--- src/rtl/intr_dispatch.sv ---
module intr_dispatch #(
  parameter int NUM_INT = 4,
  parameter int LAT     = 6
) (
  input  logic               clk,
  input  logic               rst_n,
  input  logic [3:0]         seg0_irq,
  input  logic [3:0]         seg1_irq,
  input  logic [NUM_INT-1:0] int_irq,
  output logic [1:0]         flush_req,
  input  logic [1:0]         flush_done,
  output logic               pkt_valid,
  input  logic               pkt_ready,
  output logic [5:0]         pkt_num,
  output logic [1:0]         pkt_tag,
  input  logic               clr_valid,
  input  logic [5:0]         clr_num
);

  localparam int NSRC = 8 + NUM_INT;
  localparam int IW   = $clog2(NSRC);
  localparam int CW   = $clog2(LAT);
  localparam logic [1:0] S_IDLE = 2'd0, S_PEND = 2'd1, S_FWAIT = 2'd2, S_SENT = 2'd3;

  function automatic logic [5:0] num_of(input int i);
    if (i < 4)      return 6'(i);
    else if (i < 8) return 6'(16 + i - 4);
    else            return 6'(32 + i - 8);
  endfunction

  logic [NSRC-1:0]       raw;
  logic [NSRC-1:0][1:0]  st;
  logic                  pick_vld;
  logic [IW-1:0]         pick_idx;
  logic                  busy, flushed;
  logic [IW-1:0]         cur;
  logic [CW-1:0]         cnt;
  logic                  cur_pci, cur_seg, ack_ok, adv, hs;

  assign raw     = {int_irq, seg1_irq, seg0_irq};
  assign cur_pci = (cur < IW'(8));
  assign cur_seg = cur[2];
  assign ack_ok  = flushed || flush_done[cur_seg];
  assign adv     = busy && (cnt != CW'(LAT-1)) && (!cur_pci || ack_ok);
  assign pkt_valid = busy && (cnt == CW'(LAT-1));
  assign hs      = pkt_valid && pkt_ready;
  assign pkt_num = num_of(int'(cur));
  assign pkt_tag = cur_pci ? {1'b0, cur_seg} : 2'd2;

  always_comb begin
    flush_req = 2'b00;
    if (busy && cur_pci && !flushed) flush_req[cur_seg] = 1'b1;
  end

  always_comb begin
    pick_vld = 1'b0;
    pick_idx = '0;
    for (int i = NSRC-1; i >= 0; i--)
      if (st[i] == S_PEND) begin
        pick_vld = 1'b1;
        pick_idx = IW'(i);
      end
  end

  always_ff @(posedge clk) begin
    if (!rst_n) begin
      busy    <= 1'b0;
      flushed <= 1'b0;
      cur     <= '0;
      cnt     <= '0;
    end else if (!busy) begin
      if (pick_vld) begin
        busy    <= 1'b1;
        cur     <= pick_idx;
        cnt     <= '0;
        flushed <= 1'b0;
      end
    end else begin
      if (hs) busy <= 1'b0;
      if (adv) cnt <= cnt + 1'b1;
      if (|flush_req && flush_done[cur_seg]) flushed <= 1'b1;
    end
  end

  always_ff @(posedge clk) begin
    if (!rst_n) begin
      st <= '0;
    end else begin
      for (int i = 0; i < NSRC; i++) begin
        case (st[i])
          S_IDLE:  if (raw[i]) st[i] <= S_PEND;
          S_PEND:  if (!busy && pick_vld && pick_idx == IW'(i)) st[i] <= S_FWAIT;
          S_FWAIT: if (hs && cur == IW'(i)) st[i] <= S_SENT;
          default: if (clr_valid && clr_num == num_of(i)) st[i] <= S_IDLE;
        endcase
      end
    end
  end

  logic [1:0] ack_seen;
  always_ff @(posedge clk) begin
    if (!rst_n) ack_seen <= 2'b00;
    else if (hs) ack_seen <= 2'b00;
    else ack_seen <= ack_seen | (flush_req & flush_done);
  end

  AST_FLUSH_ONEHOT: assert property (@(posedge clk) disable iff (!rst_n) $onehot0(flush_req));
  AST_PKT_HOLD: assert property (@(posedge clk) disable iff (!rst_n)
    pkt_valid && !pkt_ready |=> pkt_valid && $stable(pkt_num) && $stable(pkt_tag));
  AST_PCI_AFTER_FLUSH: assert property (@(posedge clk) disable iff (!rst_n)
    pkt_valid && !pkt_tag[1] |-> ack_seen[pkt_tag[0]] && flush_req == 2'b00);
  AST_INT_NO_FLUSH: assert property (@(posedge clk) disable iff (!rst_n)
    pkt_valid && pkt_tag[1] |-> ack_seen == 2'b00);

endmodule

--- config.mk ---
export PLATFORM = sky130hd
export DESIGN_NAME = intr_dispatch
export DESIGN_NICKNAME = d
export VERILOG_FILES = /design/src/rtl/intr_dispatch.sv
export SDC_FILE = /design/constraint.sdc
export NUM_CORES = 1
export LEC_CHECK = 0
export ABC_CLOCK_PERIOD_IN_PS = 4100
export BUFFER_PORTS_ARGS = -buffer_cell sky130_fd_sc_hd__buf_2
export CORE_MARGIN = 3
export CORE_UTILIZATION = 30
export DETAILED_ROUTE_END_ITERATION = 8
export RECOVER_POWER = 50
export SKIP_CTS_REPAIR_TIMING = 1
export SLEW_MARGIN = 10
export SYNTH_ARGS = -nofsm -noshare
export SYNTH_HDL_FRONTEND = slang
export SYNTH_SLANG_ARGS = --single-unit
--- constraint.sdc ---
create_clock -name clk -period 4.1 [get_ports clk]
set_input_delay 0.205 -clock clk [delete_from_list [all_inputs] [get_ports clk]]
set_output_delay 0.205 -clock clk [all_outputs]
set_load 0.005 [all_outputs]
==> impl_metrics.csv <==
group,metric,value,unit
outcome,outcome,"finished, final reports clean",
layout,postLayoutCellArea,3440,um2
setup_path,critical_path.endpoint_type,"flip-flop",
place,place_congestion,0.801,
cts,cts_buffers,5,
layout,nNetsFinal,473,
sta,worst_slew_pin_slew,1.04,ns
synth,synthCells,379,
grt,antenna_found_initial,0,
layout,syn2layout_area_growth,11.3,%
routing,vias,2842,
sta,setup_tns,0,ns
cts,cts_tree,"built",
sta,setup_viol_count_final,0,
sta,maxSlewHeadroom,28.7,%
place,pre_cts_slack,1.13,ns
place,post-dp-hpwl,5.93,mm
cts,htree_levels,2,
grt,grt.overflow.total,0,
sta,fmax,0.331,GHz
die,die_x,108,um
layout,nFillCells,1068,
routing,vias_per_cell,5.34,
routing,drt_iter0_markers,190,
hold_path,worst_hold_path_type,"input pin to flip-flop",
layout,drive_gt1_share,11.3,%
synth,ys_seq_area_share,21.4,%
cts,path_clk_slew,0.08,ns
grt,grt_max_degree,54,
place,placed_area,3330,um2
synth,syn_avg_cell_area,8.16,um2
cts,clock_path_buffers,2,
layout,ff_latch_area,661,um2
synth,synth_seq_cells,33,
layout,diodes,0,
die,die_h,108,um
routing,routedWlPerCell,14.9,um
setup_path,crit_start,"busy",
die,core,9910,um2
synth,ys_types,55,
synth,synthArstFlopShare,0,%
synth,syn_nets,454,
grt,grt_use_total,13.8,%
setup_path,crit_fanout,12,
cts,cts_sinks,33,
sta,drv_slew,0,
cts,root_buffer,"clkbuf_8",
synth,syn_area,3090,um2
sta,grt_setup_unrepaired,"no",
routing,wl,7.91,mm
sta,period_share,73.7,%
sta,hold_viol_final,0,
sta,fin_crit,3.02,ns
setup_path,timing.rr.start,"busy",
job,maxCapViolCount,0,
setup_path,critPathArrivalTime,3.23,ns
setup_path,critPathKind,"flip-flop to flip-flop",
cts,clock_latency,0.30,ns
grt,grt_pass1_wl,13.1,mm
setup_path,required,4.31,ns
place,port-buffer-count,33,
die,rows,36,
setup_path,crit_chain,"nand4_1 > o41a_1 > a2111oi_0 > o2111ai_1 > o31ai_1",
setup_path,slowest_delay,0.91,ns
grt,grt_pass1_vias,2643,
setup_path,crit_path_start_kind,"flip-flop",
pwr,power.density,681,nW/um2
die,dieArea,11600,um2
die,io_pins,35,
pwr,leakagePower,0.00143,uW
sta,worst_slack,1.08,ns
layout,multi_input_comb_area,2170,um2
synth,yosys_warnings,0,
layout,layout_commonest_cell,"ha_1",
synth,ys_dominant_reg_cell,"dfxtp_1",
routing,drcViolationCount,0,
layout,final_cell_mix,"51 x ha_1, 41 x inv_1, 33 x dfxtp_1",
hold_path,min_from,"pkt_ready",
synth,synth_edf_count,0,
routing,dr.pass1.iters,4,
pwr,ir_drop,0.252,mV
die,start_util,31.2,%
sta,skew,0.00777,ns
routing,ant_nets,0,
setup_path,slowest_stage,"a2111oi_0",
==> synthesized netlist by cell type, drive strengths merged (7+ instances only) <==
| library cell | number | area share, % |
|---|---|---|
| a2111oi | 11 | 3.1 |
| buf | 7 | 1.6 |
| clkbuf | 16 | 1.9 |
| dfxtp | 33 | 21 |
| ha | 51 | 21 |
| inv | 41 | 5.0 |
| mux2i | 8 | 2.6 |
| nand2 | 29 | 3.5 |
| nand3 | 18 | 2.9 |
| nor2 | 27 | 3.3 |
| o2111ai | 14 | 4.0 |
| o21ai | 8 | 1.3 |
| o31ai | 13 | 3.2 |
| or3 | 12 | 2.4 |
| or4 | 9 | 2.3 |
==> logic make-up after synthesis <==
logic type / synth area share (%)
compound gates: 20.9
fa+ha+maj: 20.6
flops: 21.4
xor+xnor: 0.283
mux: 2.95
other cells: 0.121
simple gates: 25.2
buf+inv: 8.54
==> metrics by stage <==
step	total power [uW]	utilization, %	cells	hold WS, ns
2_1_floorplan	1670	-	379	0.427
3_3_place_gp	1960	33.6	524	0.482
3_5_place_dp	2000	33.6	524	0.496
4_1_cts	2350	34.8	532	0.230
5_1_grt	2570	34.7	532	0.281
6_report	2350	34.7	532	0.237
==> routing by layer <==
| layer | up-vias | track usage (%) | part of all wire, % |
|---|---|---|---|
| met5 | - | 0 | 0 |
| met1 | 1345 | 20.0 | 50 |
| met2 | 60 | 21.8 | 45 |
| met3 | 9 | 2.34 | 4.2 |
| met4 | 0 | 2.52 | 0.65 |
| li1 | 1428 | - | - |
==> path summary, 6_finish.rpt <==
check	end	slack, ns	cells past startpoint
hold / removal	busy	0.24	4
hold reg to reg	st[9]	0.50	2
setup reg to reg	st[0]	1.08	5
setup / recovery	st[0]	1.08	5
==> registers in the layout, summed over array words and instances (netlist names) <==
register  count
flushed       1
st           24
cur           4
cnt           3
busy          1
==> area by class of cell <==
class                           instances  share of cell area (%)
Clock inverter                          2                    1.09
Timing Repair Buffer                   35                    5.05
Sequential cell                        33                    19.2
Clock buffer                            6                    2.40
Tap cell                              133                    4.83
Inverter                               41                    4.47
Multi-Input combinational cell        282                    63.0
==> worst max-delay path, delay by kind of cell, from the launching register on <==
family,cells,cell delay (ns)
AOI/OAI and AO/OA,4,1.81
and+or+nand+nor,1,0.57
DFF,1,0.56
==> where the power goes <==
part	internal, uW	switching (uW)	total, uW
logic	586	835	1420
registers	440	149	589
clock network	198	138	336
(Power assumes the default switching activity.)
